## config.mk

```make
export PLATFORM = sky130hd
export DESIGN_NAME = jpeg_out_packer
export DESIGN_NICKNAME = d
export VERILOG_FILES = /design/src/rtl/jpk_pkg.sv /design/src/rtl/jpk_ctrl.sv /design/src/rtl/jpk_dpath.sv /design/src/rtl/jpeg_out_packer.sv
export SDC_FILE = /design/constraint.sdc
export NUM_CORES = 1
export LEC_CHECK = 0
export ABC_AREA = 1
export BUFFER_PORTS_ARGS = -buffer_cell sky130_fd_sc_hd__clkbuf_2
export CAP_MARGIN = 20
export CORE_MARGIN = 10
export CORE_UTILIZATION = 40
export CTS_CLUSTER_SIZE = 10
export DETAILED_ROUTE_END_ITERATION = 10
export GPL_TIMING_DRIVEN = 0
export HOLD_SLACK_MARGIN = 0.05
export PLACE_DENSITY = 0.58
export SLEW_MARGIN = 20
export SYNTH_ARGS = -nofsm -noshare
export SYNTH_HDL_FRONTEND = slang
export SYNTH_SLANG_ARGS = --single-unit
```

## constraint.sdc

```tcl
create_clock -name clk -period 2.5 [get_ports clk]
set_clock_uncertainty 0.1 [all_clocks]
set_input_delay 0.5 -clock clk [delete_from_list [all_inputs] [get_ports clk]]
set_output_delay 0.5 -clock clk [all_outputs]
set_load 0.02 [all_outputs]
```

## src/rtl/jpk_pkg.sv

```systemverilog
package jpk_pkg;

  typedef enum logic [2:0] {
    SEL_NONE,
    SEL_FF,
    SEL_D8,
    SEL_D9,
    SEL_FE,
    SEL_FIFO,
    SEL_PAD
  } byteSel_e;

  typedef enum logic [2:0] {
    PH_IDLE,
    PH_SOI0,
    PH_SOI1,
    PH_BODY,
    PH_EOI1,
    PH_PAD
  } phase_e;

  typedef struct packed {
    logic     push;
    logic     pop;
    logic     flush;
    logic     emit;
    byteSel_e sel;
    logic     cntClear;
    logic     cntInc;
    logic     cntLatch;
  } pkStrobe_t;

  localparam logic [7:0] FILL_BYTE = 8'hA5;

endpackage

```

## src/rtl/jpk_ctrl.sv

```systemverilog
module jpk_ctrl
  import jpk_pkg::*;
#(
  parameter int DEPTH = 16,
  localparam int CW = $clog2(DEPTH + 1)
) (
  input  logic          clk,
  input  logic          rstN,
  input  logic          pad4En,
  input  logic          frameStart,
  input  logic          inValid,
  input  logic          inLast,
  input  logic          busTick,
  input  logic          errRead,
  input  logic [CW-1:0] fifoCount,
  output pkStrobe_t     strb,
  output logic          inReady,
  output logic          errFlag,
  output logic          padMode
);

  phase_e     phase, nextPhase;
  logic       frameOpen, bodyDone, aborted;
  logic [1:0] posMod;
  logic [1:0] nextMod;
  logic       fifoFull, fifoEmpty;
  logic       startOk, overflow, accept;
  logic       aheadOk, canGo;

  assign fifoFull  = (fifoCount == CW'(DEPTH));
  assign fifoEmpty = (fifoCount == '0);
  assign startOk   = frameStart && (phase == PH_IDLE);
  assign overflow  = frameOpen && inValid && fifoFull;
  assign accept    = frameOpen && inValid && !fifoFull;
  assign inReady   = frameOpen && !fifoFull;
  assign nextMod   = posMod + 2'd1;

  // A 4-slot group may only start when its remaining bytes are guaranteed.
  always_comb begin
    unique case (phase)
      PH_SOI0: aheadOk = (fifoCount >= CW'(2));
      PH_SOI1: aheadOk = (fifoCount >= CW'(3));
      PH_BODY: aheadOk = (fifoCount >= CW'(4));
      default: aheadOk = 1'b1;
    endcase
    aheadOk = aheadOk || bodyDone;
  end

  assign canGo = !padMode || (posMod != 2'd0) || aheadOk;

  always_comb begin
    nextPhase     = phase;
    strb          = '0;
    strb.sel      = SEL_NONE;
    strb.push     = accept;
    strb.flush    = overflow || startOk;
    strb.cntClear = startOk;
    if (busTick && canGo) begin
      unique case (phase)
        PH_SOI0: begin
          strb.emit = 1'b1;
          strb.sel  = SEL_FF;
          nextPhase = PH_SOI1;
        end
        PH_SOI1: begin
          strb.emit = 1'b1;
          strb.sel  = SEL_D8;
          nextPhase = PH_BODY;
        end
        PH_BODY: begin
          if (!fifoEmpty) begin
            strb.emit = 1'b1;
            strb.sel  = SEL_FIFO;
            strb.pop  = 1'b1;
          end else if (bodyDone) begin
            strb.emit = 1'b1;
            strb.sel  = SEL_FF;
            nextPhase = PH_EOI1;
          end
        end
        PH_EOI1: begin
          strb.emit     = 1'b1;
          strb.sel      = aborted ? SEL_FE : SEL_D9;
          strb.cntLatch = 1'b1;
          nextPhase     = (padMode && nextMod != 2'd0) ? PH_PAD : PH_IDLE;
        end
        PH_PAD: begin
          strb.emit = 1'b1;
          strb.sel  = SEL_PAD;
          nextPhase = (nextMod == 2'd0) ? PH_IDLE : PH_PAD;
        end
        default: ;
      endcase
    end
    strb.cntInc = strb.emit && (strb.sel != SEL_PAD);
  end

  always_ff @(posedge clk or negedge rstN) begin
    if (!rstN) begin
      phase     <= PH_IDLE;
      frameOpen <= 1'b0;
      bodyDone  <= 1'b0;
      aborted   <= 1'b0;
      padMode   <= 1'b0;
      posMod    <= '0;
    end else if (startOk) begin
      phase     <= PH_SOI0;
      frameOpen <= 1'b1;
      bodyDone  <= 1'b0;
      aborted   <= 1'b0;
      padMode   <= pad4En;
      posMod    <= '0;
    end else begin
      phase <= nextPhase;
      if (strb.emit) posMod <= nextMod;
      if (overflow) begin
        frameOpen <= 1'b0;
        bodyDone  <= 1'b1;
        aborted   <= 1'b1;
      end else if (accept && inLast) begin
        frameOpen <= 1'b0;
        bodyDone  <= 1'b1;
      end
    end
  end

  always_ff @(posedge clk or negedge rstN) begin
    if (!rstN)         errFlag <= 1'b0;
    else if (overflow) errFlag <= 1'b1;
    else if (errRead)  errFlag <= 1'b0;
  end

endmodule

```

## src/rtl/jpk_dpath.sv

```systemverilog
module jpk_dpath
  import jpk_pkg::*;
#(
  parameter int DEPTH   = 16,
  parameter int COUNT_W = 24,
  localparam int AW = (DEPTH > 1) ? $clog2(DEPTH) : 1,
  localparam int CW = $clog2(DEPTH + 1)
) (
  input  logic               clk,
  input  logic               rstN,
  input  logic [7:0]         inData,
  input  logic               busTick,
  input  pkStrobe_t          strb,
  output logic [7:0]         outData,
  output logic               outEn,
  output logic [COUNT_W-1:0] byteCount,
  output logic [CW-1:0]      fifoCount
);

  logic [7:0]         mem [DEPTH];
  logic [AW-1:0]      wrPtr, rdPtr;
  logic [7:0]         byteMux;
  logic [COUNT_W-1:0] runCnt;

  function automatic logic [AW-1:0] stepPtr(input logic [AW-1:0] p);
    return (p == AW'(DEPTH - 1)) ? '0 : p + AW'(1);
  endfunction

  always_ff @(posedge clk) begin
    if (strb.push && !strb.flush) mem[wrPtr] <= inData;
  end

  always_ff @(posedge clk or negedge rstN) begin
    if (!rstN) begin
      wrPtr     <= '0;
      rdPtr     <= '0;
      fifoCount <= '0;
    end else if (strb.flush) begin
      wrPtr     <= '0;
      rdPtr     <= '0;
      fifoCount <= '0;
    end else begin
      if (strb.push) wrPtr <= stepPtr(wrPtr);
      if (strb.pop)  rdPtr <= stepPtr(rdPtr);
      unique case ({strb.push, strb.pop})
        2'b10:   fifoCount <= fifoCount + CW'(1);
        2'b01:   fifoCount <= fifoCount - CW'(1);
        default: ;
      endcase
    end
  end

  always_comb begin
    unique case (strb.sel)
      SEL_FF:   byteMux = 8'hFF;
      SEL_D8:   byteMux = 8'hD8;
      SEL_D9:   byteMux = 8'hD9;
      SEL_FE:   byteMux = 8'hFE;
      SEL_FIFO: byteMux = mem[rdPtr];
      SEL_PAD:  byteMux = FILL_BYTE;
      default:  byteMux = 8'h00;
    endcase
  end

  always_ff @(posedge clk or negedge rstN) begin
    if (!rstN) begin
      outEn   <= 1'b0;
      outData <= '0;
    end else if (busTick) begin
      outEn   <= strb.emit;
      outData <= strb.emit ? byteMux : 8'h00;
    end
  end

  always_ff @(posedge clk or negedge rstN) begin
    if (!rstN) begin
      runCnt    <= '0;
      byteCount <= '0;
    end else begin
      if (strb.cntClear)    runCnt <= '0;
      else if (strb.cntInc) runCnt <= runCnt + COUNT_W'(1);
      if (strb.cntLatch)    byteCount <= runCnt + COUNT_W'(1);
    end
  end

endmodule

```

## src/rtl/jpeg_out_packer.sv

```systemverilog
module jpeg_out_packer
  import jpk_pkg::*;
#(
  parameter int FIFO_DEPTH = 16,
  parameter int COUNT_W    = 24
) (
  input  logic               clk,
  input  logic               rstN,
  input  logic               pad4En,
  input  logic               frameStart,
  input  logic [7:0]         inData,
  input  logic               inValid,
  input  logic               inLast,
  output logic               inReady,
  input  logic               busTick,
  output logic [7:0]         outData,
  output logic               outEn,
  output logic [COUNT_W-1:0] byteCount,
  output logic               errFlag,
  input  logic               errRead
);

  localparam int CW = $clog2(FIFO_DEPTH + 1);

  pkStrobe_t     strb;
  logic [CW-1:0] fifoCount;
  logic          padMode;

  jpk_ctrl #(.DEPTH(FIFO_DEPTH)) u_ctrl (
    .clk(clk), .rstN(rstN), .pad4En(pad4En), .frameStart(frameStart),
    .inValid(inValid), .inLast(inLast), .busTick(busTick), .errRead(errRead),
    .fifoCount(fifoCount), .strb(strb), .inReady(inReady),
    .errFlag(errFlag), .padMode(padMode)
  );

  jpk_dpath #(.DEPTH(FIFO_DEPTH), .COUNT_W(COUNT_W)) u_dpath (
    .clk(clk), .rstN(rstN), .inData(inData), .busTick(busTick), .strb(strb),
    .outData(outData), .outEn(outEn), .byteCount(byteCount), .fifoCount(fifoCount)
  );

endmodule

```

==> flow_metrics.tcl, run 1 <==
set metrics [dict create \
    wl_per_cell_um 18.2 \
    synth_top_family_by_area "simple AND/OR/NAND/NOR gates" \
    maxCapViolCount 0 \
    slowest_delay_ps 510 \
    worstMarginPinSlew_ps 653 \
    path_class "reg2reg" \
    critPathRequiredTime_ps 2560 \
    critPathArrivalTime_ps 2520 \
    ys_seq_elements 208 \
    path_delay_family "simple AND/OR/NAND/NOR gates" \
    critPathBufInv 3 \
    grt_use_total_pct 15.9 \
    yosys.cell_count.top_type "nand2_1" \
    dr_total_vias 6690 \
    rr_endpoint "u_dpath.mem[6][2]" \
    clk_transition_reported_paths_ps 60 \
    drive_above_1_share_pct 15.9 \
    cts_buffers 25 \
    status "complete, no violations" \
    synth-edff-count 128 \
    synth_nets 914 \
    syn_area_per_cell_um2 10.4 \
    drt_pass1_iterations 5 \
    antenna_cells 0 \
    layout.nets 1008 \
    grt_pass1_vias 6515 \
    cp.depth 8 \
    final_cell_area_mm2 0.0109 \
    clockRootBuffer "clkbuf_16" \
    hold_start "inLast" \
    muxShareOfSynthArea_pct 0 \
    rsz0062_at_grt "true" \
    cts_tree "built" \
    synthArstFlopShare_pct 38.5 \
    synth.yosys.seq_area_share_pct 63.4 \
    cts.htree.levels 1 \
    cp-start-kind "register" \
    finalWirelength_um 23300 \
    vias_per_cell 5.22 \
    io_pins 51 \
    fin_util_pct 48.1 \
    initial_utilization_pct 40.7 \
    r2r-start "u_ctrl.phase[0]" \
    portBuffers 50 \
    grt_util_met2_pct 26.2 \
    synth_flop_cell "edfxtp_1" \
    drcViolationCount 0 \
    synthTopCellsByArea "edfxtp_1, dfrtp_1, nand2_1, a21oi_1, nand3_1" \
    clk_latency_ps 540 \
    p_total_mw 10.7 \
    report.final.slew_viol_count 0 \
    ant_nets 0 \
    cp-end-kind "register" \
    hold_end "u_ctrl.frameOpen" \
    hp-class "in2reg" \
    synth-xor-area-share_pct 1.99 \
    fillers 2086 \
    synth.cells.most_frequent "nand2_1, edfxtp_1, dfrtp_1" \
    synthToLayoutAreaGrowth_pct 18.1 \
    coreArea_mm2 0.0226 \
    die_x_um 172 \
    antenna_found_initial 0 \
    dieArea_mm2 0.0295 \
    critical_path.slowest_cell "nor2_2" \
    dieHeight_um 172 \
    synth.distinct_cells 42 \
    p_per_area_mw_per_mm2 982 \
    slew_headroom_pct 56.5 \
    synth_top_area_share_pct 41.7 \
    grt.met3_usage_pct 2.30 \
    hold_violations 0 \
    path_cells "inv_2 > nand2_2 > inv_1 > nand3_2 > inv_2 > nor2_2 > nand2_1 > nor2_2" \
    synth-simple-area-share_pct 19.1 \
    synth_fa_ha_area_share_pct 1.36 \
    ir_worst_vdd_v 0.000642 \
    worstPathMaxFanout 10 \
    ctsLongestPathBuffers 3 \
    reg2reg_depth 8 \
    hold_depth 4 \
    ys_warn_count 0 \
    min_period_over_period_pct 98.2 \
    grt_pass1_wl_um 36700 \
    clkSinkCount 208 \
    place.gp.congestion 0.877 \
    synth_compound_area_share_pct 10.1 \
    finalCriticalPeriod_ps 2460 \
    grt_max_degree 81 \
    r2r_slack_ps 40 \
    dp_hpwl_um 15900 \
    whs_ps 172 \
    netlist_area_mm2 0.00923 \
    setup_viol 0 \
    rows 55 \
    drt-initial-drc-count 550 \
    grt_util_met1_pct 21.0 \
    p_leak_nw 4.44 \
    postSynthCellCount 888 \
    max_freq_mhz 407 \
    placed_cell_area_mm2 0.00993 \
    busiest_layer "met2" \
    post-synth-top-area-cell "edfxtp_1" \
    grt_overflow 0 \
]
==> worst reg2reg max path, stage by stage, from the launching register on <==
cell and delay (ps):
dfrtp_1 430, inv_2 90, nand2_2 110, inv_1 50, nand3_2 150, inv_2 150, nor2_2 260, nand2_1 220
nor2_2 510
==> how the worst max path moves through the flow <==
stage	from	endpoint
after floorplan	u_ctrl.phase[1]	u_dpath.mem[12][0]
after global placement	u_ctrl.phase[0]	u_dpath.mem[0][1]
after detailed placement	u_ctrl.phase[0]	u_dpath.mem[9][3]
after CTS	u_ctrl.phase[0]	u_dpath.mem[6][5]
after global routing	u_ctrl.phase[0]	u_dpath.mem[10][5]
final	u_ctrl.phase[0]	u_dpath.mem[6][2]
==> routing by layer <==
metal,share of wire [%],vias up,routed length (um)
li1,-,3262,-
met1,44,3220,10200
met2,48,168,11200
met3,5.1,40,1200
met4,3.1,0,724
met5,0,-,0
==> cell families after synthesis <==
logic type | after synthesis
flops | 208
compound gates | 155
buf+inv | 93
simple gates | 401
fa+ha+maj | 10
xor+xnor | 21
==> registers in the layout, indices dropped and copies added, names as in the netlist, 2 cells and up <==
register,count
u_dpath.rdPtr,4
u_dpath.outData,8
u_ctrl.phase,3
u_dpath.runCnt,24
u_dpath.wrPtr,4
u_dpath.mem,128
u_dpath.byteCount,24
u_dpath.fifoCount,5
u_ctrl.posMod,2
==> cells in the final DEF, fill, tap and decap left out, types with 6 or more instances in the layout <==
cell type	count
xnor2_1	7
a21oi_1	55
buf_4	11
clkbuf_1	26
edfxtp_1	128
dfrtp_1	80
nor3_2	6
clkbuf_2	53
nor2_2	10
nand4_1	15
xor2_1	14
o21ai_0	38
a32o_1	9
a22o_1	6
inv_2	11
inv_1	48
a22oi_1	12
nor3_4	6
clkbuf_16	25
nand2_1	260
nor2_1	36
nand3_1	42
o21ai_1	16
ha_1	10
==> cell type report <==
cell class	count	area [um2]	share of cell area, %
Buffer	28	131	1.21
Clock buffer	40	702	6.44
Inverter	65	255	2.34
Tap cell	285	357	3.27
Timing Repair Buffer	67	457	4.19
Clock inverter	2	28.8	0.264
Multi-Input combinational cell	587	3120	28.6
Sequential cell	208	5850	53.7
==> repair_timing <==
item,4_1_cts,5_1_grt
setup endpoints to repair,96,37
pin swaps,6,0
hold buffers,3,0
gates resized for setup,16,5
hold endpoints to repair,82,0
setup buffers,7,2
==> through the flow <==
step	std cells	setup TNS [ps]	setup slack (ps)
after detailed placement	1228	-24800	-390
final	1282	0	44.0
after global placement	1223	-58480	-774
after global routing	1282	-2190	-113
after floorplan	888	0	182
after CTS	1280	0	16.9
==> power by group <==
part / total, mW / switching [mW] / leakage (nW) / internal (mW)
Combinational: 3.14 / 2.21 / 1.86 / 0.933
Sequential: 4.26 / 0.264 / 2.23 / 3.99
Clock: 3.30 / 1.38 / 0.352 / 1.92
Total: 10.7 / 3.86 / 4.44 / 6.84
No activity file was read; power rests on OpenSTA's default activity.
==> run 2, diff against run 1 <==
--- a/config.mk
+++ b/config.mk
@@ -18,4 +18,5 @@
 export SLEW_MARGIN = 20
 export SYNTH_ARGS = -nofsm -noshare
 export SYNTH_HDL_FRONTEND = slang
+export SYNTH_HIERARCHICAL = 1
 export SYNTH_SLANG_ARGS = --single-unit
==> run 2 against run 1 <==
Net effect: combinational power is 34% higher; first-iteration DRC count rose by 5.5%; maximum frequency is 0.16% higher; sequential power increased by 3%; count of clock-buffer cells in the layout is 2 higher; final cell count up 17%; synthesized cell count rose by 18%; utilization up 1.4 points; critical path depth grew 10; non-clock buffer count increased by 21; sequential share of layout area decreased by 4.9 points; largest cell class unchanged; largest power group unchanged.
==> flow_metrics.tcl, run 2 <==
set metrics [dict create \
    status "complete, no violations" \
    min_period_over_period_pct 98.1 \
    antenna_cells 0 \
    slew_headroom_pct 56.0 \
    finalCriticalPeriod_ps 2450 \
    hold_depth 2 \
    ys_seq_elements 208 \
    final_cell_mix "nand2_1, edfxtp_1, nor2_1, nand3_1" \
    grt_pass1_wl_um 39300 \
    placed_cell_area_mm2 0.0105 \
    dr_total_vias 7482 \
    clk_latency_ps 520 \
    synthArstFlopShare_pct 38.5 \
    worstPathMaxFanout 6 \
    cp-start-kind "register" \
    cts_buffers 25 \
    whs_ps 82.5 \
    dieHeight_um 177 \
    drcViolationCount 0 \
    maxCapViolCount 0 \
    postSynthCellCount 1052 \
    rows 57 \
    cts_tree "built" \
    synthToLayoutAreaGrowth_pct 22.4 \
    seq_area_mm2 0.00585 \
    grt_util_met2_pct 25.4 \
    setup_tns_ps 0 \
    reg_top3 "u_dpath/mem: 128 flops, u_dpath/byteCount: 24 flops, u_dpath/runCnt: 24 flops" \
    synth.yosys.seq_area_share_pct 59.6 \
    synth_top_area_share_pct 39.2 \
    setup_viol 0 \
    layout_commonest_cell "nand2_1" \
    vias_per_cell 4.97 \
    portBuffers 50 \
    critPathArrivalTime_ps 2750 \
    largest_register "u_dpath/mem" \
    io_pins 51 \
    yosys.cell_count.top_type "nand2_1" \
    r2r-start "u_ctrl/phase[2]" \
    dieArea_mm2 0.0312 \
    drive_above_1_share_pct 21.3 \
    grt_max_degree 81 \
    critical_path.slowest_cell "dfrtp_1" \
    worstMarginPinSlew_ps 660 \
    drt_pass1_iterations 5 \
    cp.depth 18 \
    clk_transition_reported_paths_ps 60 \
    clkSinkCount 208 \
    coreArea_mm2 0.0242 \
    rr_endpoint "u_dpath/fifoCount[3]" \
    final_cell_area_mm2 0.0120 \
    dp_hpwl_um 16900 \
    path_class "reg2reg" \
    hold_violations 0 \
    report.final.slew_viol_count 0 \
    grt_util_met1_pct 21.1 \
    crit_end "u_dpath/fifoCount[3]" \
    hp-class "in2reg" \
    slowest_delay_ps 420 \
    post-synth-top-area-cell "edfxtp_1" \
    grt_use_total_pct 15.8 \
    synth-edff-count 128 \
    max_freq_mhz 408 \
    syn_area_per_cell_um2 9.32 \
    ir_worst_vdd_v 0.000596 \
    ant_nets 0 \
    largest_register_ffs 128 \
    synth.cells.most_frequent "nand2_1, edfxtp_1, nor2_1" \
    drt-initial-drc-count 580 \
    clockRootBuffer "clkbuf_16" \
    synth.distinct_cells 42 \
    netlist_area_mm2 0.00981 \
    initial_utilization_pct 40.5 \
    critPathRequiredTime_ps 2800 \
    die_x_um 177 \
    grt_overflow 0 \
    ys_warn_count 6 \
    fillers 2244 \
    critPathLaunch "u_ctrl/phase[2]" \
    rsz0062_at_grt "true" \
    grt.met3_usage_pct 2.71 \
    r2r_slack_ps 50 \
    busiest_layer "met2" \
    layout.nets 1193 \
    place.gp.congestion 0.878 \
    synth_flop_cell "edfxtp_1" \
    reg2reg_depth 18 \
    path_cells "buf_6 > inv_6 > ha_4 > inv_2 > a21oi_4 > nand2_4 > nand2_8 > nor2_4 > nand2_4 > inv_4 > ha_4 > nand2_1 > nor2_1 > a211oi_2 > xor2_1 > nor2_1 > nand2_1 > nand2_1" \
    p_leak_nw 5.08 \
    path_delay_family "simple AND/OR/NAND/NOR gates" \
    synthTopCellsByArea "edfxtp_1, dfrtp_1, nand2_1, nor2_1, nand3_1" \
    critPathBufInv 4 \
    p_per_area_mw_per_mm2 983 \
    grt_pass1_vias 7260 \
    antenna_found_initial 0 \
    cp-end-kind "register" \
    crit_top_cell "nand2_1" \
    wl_per_cell_um 16.7 \
    cts.htree.levels 1 \
    ctsLongestPathBuffers 3 \
    synth_nets 1082 \
    multi_input_area_mm2 0.00380 \
    finalWirelength_um 25100 \
]
[run 2: changes by cell type in the layout (fill, tap and decap cells not counted), moves of 10 or more]
| cell | before | now |
|---|---|---|
| nor2_1 | 36 | 93 |
| a21oi_1 | 55 | 5 |
| nand2_1 | 260 | 310 |
| nand3_1 | 42 | 88 |
| o21ai_0 | 38 | 68 |
| nor2_4 | 5 | 34 |
| inv_1 | 48 | 74 |
| buf_4 | 11 | 31 |
| a22oi_1 | 12 | 0 |
| o22ai_1 | 0 | 10 |
[run 2: layer usage]
layer	up-vias	part of all wire, %
met2	168	47
met5	-	0
met1	3563	45
met3	50	4.9
li1	3701	-
met4	0	2.8
[run 2: worst reg2reg max path: cells and delay by family, from the launching register on]
family | cells | cell delay, ps
simple gates | 9 | 600
fa+ha+maj | 2 | 350
compound gates | 2 | 410
xor+xnor | 1 | 160
buf+inv | 4 | 330
flops | 1 | 420
[run 2: worst min path at each step]
stage | startpoint | endpoint
after floorplan | rstN | u_ctrl/aborted
after global placement | u_dpath/byteCount[10] | u_dpath/byteCount[10]
after detailed placement | u_dpath/byteCount[14] | u_dpath/byteCount[14]
after global routing | errRead | u_ctrl/errFlag
after CTS | errRead | u_ctrl/errFlag
final | errRead | u_ctrl/errFlag
[run 2: final cells by class]
cell class | count | area share (%)
flip-flops and latches | 208 | 48.7
multi-input cells | 718 | 31.7
clock buffers | 42 | 5.82
repair buffers | 84 | 5.38
well taps | 324 | 3.38
inverters | 93 | 3.04
plain buffers | 32 | 1.73
clock inverters | 3 | 0.156
repair inverters | 1 | 0.0625
[run 2: kinds of logic after synthesis]
kind of cell | count (synthesis) | share of synthesized area (%)
adder cells (fa/ha/maj) | 14 | 1.86
AO/OA/AOI/OAI | 110 | 6.11
AND/OR/NAND/NOR | 579 | 25.4
buffers and inverters | 126 | 5.62
flip-flops | 208 | 59.6
XOR/XNOR | 15 | 1.42
[run 2: where the power goes]
group	total (mW)	switching [mW]	internal, mW
Combinational	4.21	2.80	1.42
Clock	3.21	1.32	1.89
Sequential	4.38	0.313	4.07
Total	11.8	4.43	7.37
[run 2: per-stage QoR]
stage	total power [mW]	cells	setup WS (ps)	util, %
6_report	11.8	1505	47.9	49.5
4_1_cts	11.4	1483	-169	47.6
3_5_place_dp	7.89	1426	-402	43.2
5_1_grt	12.5	1505	-89.0	49.5
3_3_place_gp	7.86	1426	-414	43.2
2_1_floorplan	6.82	1052	14.1	-
[run 2: repair_timing]
| action | 4_1_cts | 5_1_grt |
|---|---|---|
| gates resized for setup | 48 | 68 |
| hold endpoints to repair | 80 | 0 |
| setup buffers | 12 | 21 |
| gates cloned | 0 | 1 |
| pin swaps | 10 | 25 |
| hold buffers | 1 | 0 |
| setup endpoints to repair | 179 | 180 |
==> run 3, diff against run 2 <==
--- a/config.mk
+++ b/config.mk
@@ -6,12 +6,12 @@
 export NUM_CORES = 1
 export LEC_CHECK = 0
 export ABC_AREA = 1
-export BUFFER_PORTS_ARGS = -buffer_cell sky130_fd_sc_hd__clkbuf_2
 export CAP_MARGIN = 20
 export CORE_MARGIN = 10
 export CORE_UTILIZATION = 40
 export CTS_CLUSTER_SIZE = 10
 export DETAILED_ROUTE_END_ITERATION = 10
+export DONT_BUFFER_PORTS = 1
 export GPL_TIMING_DRIVEN = 0
 export HOLD_SLACK_MARGIN = 0.05
 export PLACE_DENSITY = 0.58
==> constraint.sdc (replaced) <==
create_clock -name clk -period 2.2 [get_ports clk]
set_clock_uncertainty 0.1 [all_clocks]
set_input_delay 0.44 -clock clk [delete_from_list [all_inputs] [get_ports clk]]
set_output_delay 0.44 -clock clk [all_outputs]
set_load 0.02 [all_outputs]
==> run 3 against run 2 <==
Net effect: the run now ends with negative hold slack, negative setup slack left; sequential share of layout area decreased by 1.6 points; non-clock buffer count decreased by 11; worst hold slack got worse by 560 ps; global-route usage increased by 0.71 points; via count increased by 1.1%; clock power increased by 14%; flip-flop and latch count unchanged; count of clock-buffer cells in the layout decreased by 1; critical endpoint unchanged.
==> flow_metrics.tcl, run 3 (same netlist as run 2, synthesis figures left out) <==
set metrics [dict create \
    status "finished with violations" \
    violations "negative hold slack, negative setup slack" \
    cp-end-kind "register" \
    slowest_delay_ps 390 \
    p_leak_nw 5.14 \
    clock_power_share_pct 25.9 \
    grt_max_degree 81 \
    layout.nets 1181 \
    drive_above_1_share_pct 22.9 \
    power.internal_mw 8.78 \
    ctsLongestPathBuffers 3 \
    path_class "reg2reg" \
    dp_slack_ps -667 \
    max_freq_mhz 421 \
    maxCapViolCount 0 \
    clkSinkCount 208 \
    dr_total_vias 7568 \
    cts_buffers 25 \
    wl_per_cell_um 17.5 \
    critPathArrivalTime_ps 2680 \
    largest_register "u_dpath/mem" \
    drt_pass1_iterations 5 \
    critPathRequiredTime_ps 2500 \
    clockRootBuffer "clkbuf_16" \
    grt_overflow 0 \
    initial_utilization_pct 40.5 \
    whs_ps -475 \
    setup_viol 50 \
    antenna_cells 0 \
    hold_buffers 14 \
    dieArea_mm2 0.0312 \
    drcViolationCount 0 \
    busiest_layer "met2" \
    io_pins 51 \
    grt.met3_usage_pct 2.86 \
    largest_register_ffs 128 \
    p_per_area_mw_per_mm2 1140 \
    drt-initial-drc-count 697 \
    die_x_um 177 \
    vias_per_cell 5.07 \
    worstPathMaxFanout 5 \
    timing.final.ws_setup_ps -177 \
    hp-class "in2async" \
    cts_tree "built" \
    power_frac_seq_pct 36.7 \
    grt_pass1_wl_um 41100 \
    p_sw_share_pct 37.9 \
    slew_headroom_pct 46.8 \
    rows 57 \
    worstMarginPinSlew_ps 798 \
    grt_use_total_pct 16.5 \
    place.gp.congestion 0.857 \
    p_comb_share_pct 37.4 \
    antenna_found_initial 0 \
    report.final.slew_viol_count 0 \
    fin_util_pct 51.1 \
    crit_top_cell "nand2_4" \
    min_period_over_period_pct 108 \
    path_cells "buf_6 > buf_12 > nor2_4 > nand2_4 > nand2_4 > nand2_8 > nor2_4 > nand2_4 > inv_6 > ha_4 > nand2_2 > nor2_2 > a211oi_2 > xor2_1 > nor2_1 > nand2_1 > nand2_1" \
    grt_pass1_vias 7425 \
    dieHeight_um 177 \
    clk_transition_reported_paths_ps 50 \
    hold_violations 80 \
    portBuffers 0 \
    setup_tns_ps -2930 \
    grt_util_met2_pct 26.6 \
    cts.htree.levels 1 \
    finalWirelength_um 26200 \
    layout_commonest_cell "nand2_1" \
    p_switching_mw 5.36 \
    final_cell_mix "nand2_1, edfxtp_1, nor2_1, nand3_1, dfrtp_1" \
    critical_path.slowest_cell "dfrtp_1" \
    grt_util_met1_pct 22.2 \
    cp-start-kind "register" \
    ant_nets 0 \
    synthToLayoutAreaGrowth_pct 26.4 \
    coreArea_mm2 0.0242 \
    clk_latency_ps 520 \
    reg_top3 "u_dpath/mem: 128 flops, u_dpath/byteCount: 24 flops, u_dpath/runCnt: 24 flops" \
    ir_worst_vdd_v 0.000656 \
    finalCriticalPeriod_ps 2380 \
    rsz0062_at_grt "true" \
    dp_hpwl_um 16700 \
]
[run 3: changes by cell type in the layout (fill, tap and decap cells not counted), moves of 6 or more]
cell           change
clkbuf_2          -49
o21ai_0           -12
o22ai_1            -6
nand3_1            -9
nand2_1            -7
nand3_2            +7
buf_12             +6
dlygate4sd3_1     +11
nand2_4            +7
buf_4             +15
o21ai_1            +8
inv_1              -9
[run 3: path summary, 6_finish.rpt]
path	cells after the start	endpoint	slack, ps	from
max	17	u_dpath/fifoCount[3]	-180	u_ctrl/phase[2]
min	0	u_ctrl/phase[0]	-480	rstN
max reg2reg	17	u_dpath/fifoCount[3]	-180	u_ctrl/phase[2]
min reg2reg	2	u_dpath/runCnt[20]	420	u_dpath/runCnt[20]
max in group asynchronous	0	u_dpath/runCnt[8]	2330	rstN
min in group clk	2	u_dpath/outEn	30	busTick
[run 3: routing by layer]
| metal | vias up | routed length (um) |
|---|---|---|
| met5 | - | 0 |
| met4 | 0 | 590 |
| met3 | 42 | 1640 |
| met2 | 201 | 12300 |
| met1 | 3639 | 11700 |
| li1 | 3686 | - |
[run 3: stage by stage]
stage	cells	hold WS (ps)	instance area (um2)	power, mW
2_1_floorplan	1052	44.4	9920	7.87
3_3_place_gp	1376	49.1	10300	8.82
3_5_place_dp	1376	48.9	10300	8.86
4_1_cts	1472	-495	11900	13.4
5_1_grt	1492	-496	12400	15.0
6_report	1492	-475	12400	14.1
[run 3: worst max-delay path, delay by kind of cell, from the launching register on]
| kind | cells | cell delay [ps] |
|---|---|---|
| xor+xnor | 1 | 160 |
| flops | 1 | 390 |
| simple gates | 11 | 830 |
| compound gates | 1 | 220 |
| fa+ha+maj | 1 | 210 |
| buf+inv | 3 | 350 |
[run 3: layout make-up]
| type | count | area [um2] |
|---|---|---|
| fill | 2189 | 11800 |
| sequential | 208 | 5850 |
| multi-input combinational | 718 | 4020 |
| timing repair buffer | 72 | 812 |
| clock buffer | 41 | 686 |
| tap | 324 | 405 |
| inverter | 93 | 378 |
| buffer | 33 | 226 |
| clock inverter | 3 | 22.5 |
[run 3: what timing repair did]
item	CTS	global route
gates cloned	1	1
setup buffers	37	21
endpoints found under the setup margin	186	190
hold endpoints to repair	215	80
pin swaps	34	55
resized for setup	77	92
[run 3: power groups by stage]
| stage | clock [mW] | combinational, mW | sequential, mW |
|---|---|---|---|
| final | 3.66 | 5.29 | 5.20 |
| after global routing | 3.89 | 5.84 | 5.26 |
| after CTS | 3.74 | 4.49 | 5.19 |
| after detailed placement | 0 | 3.60 | 5.26 |
| after global placement | 0 | 3.56 | 5.26 |
| after floorplan | 0 | 2.73 | 5.14 |
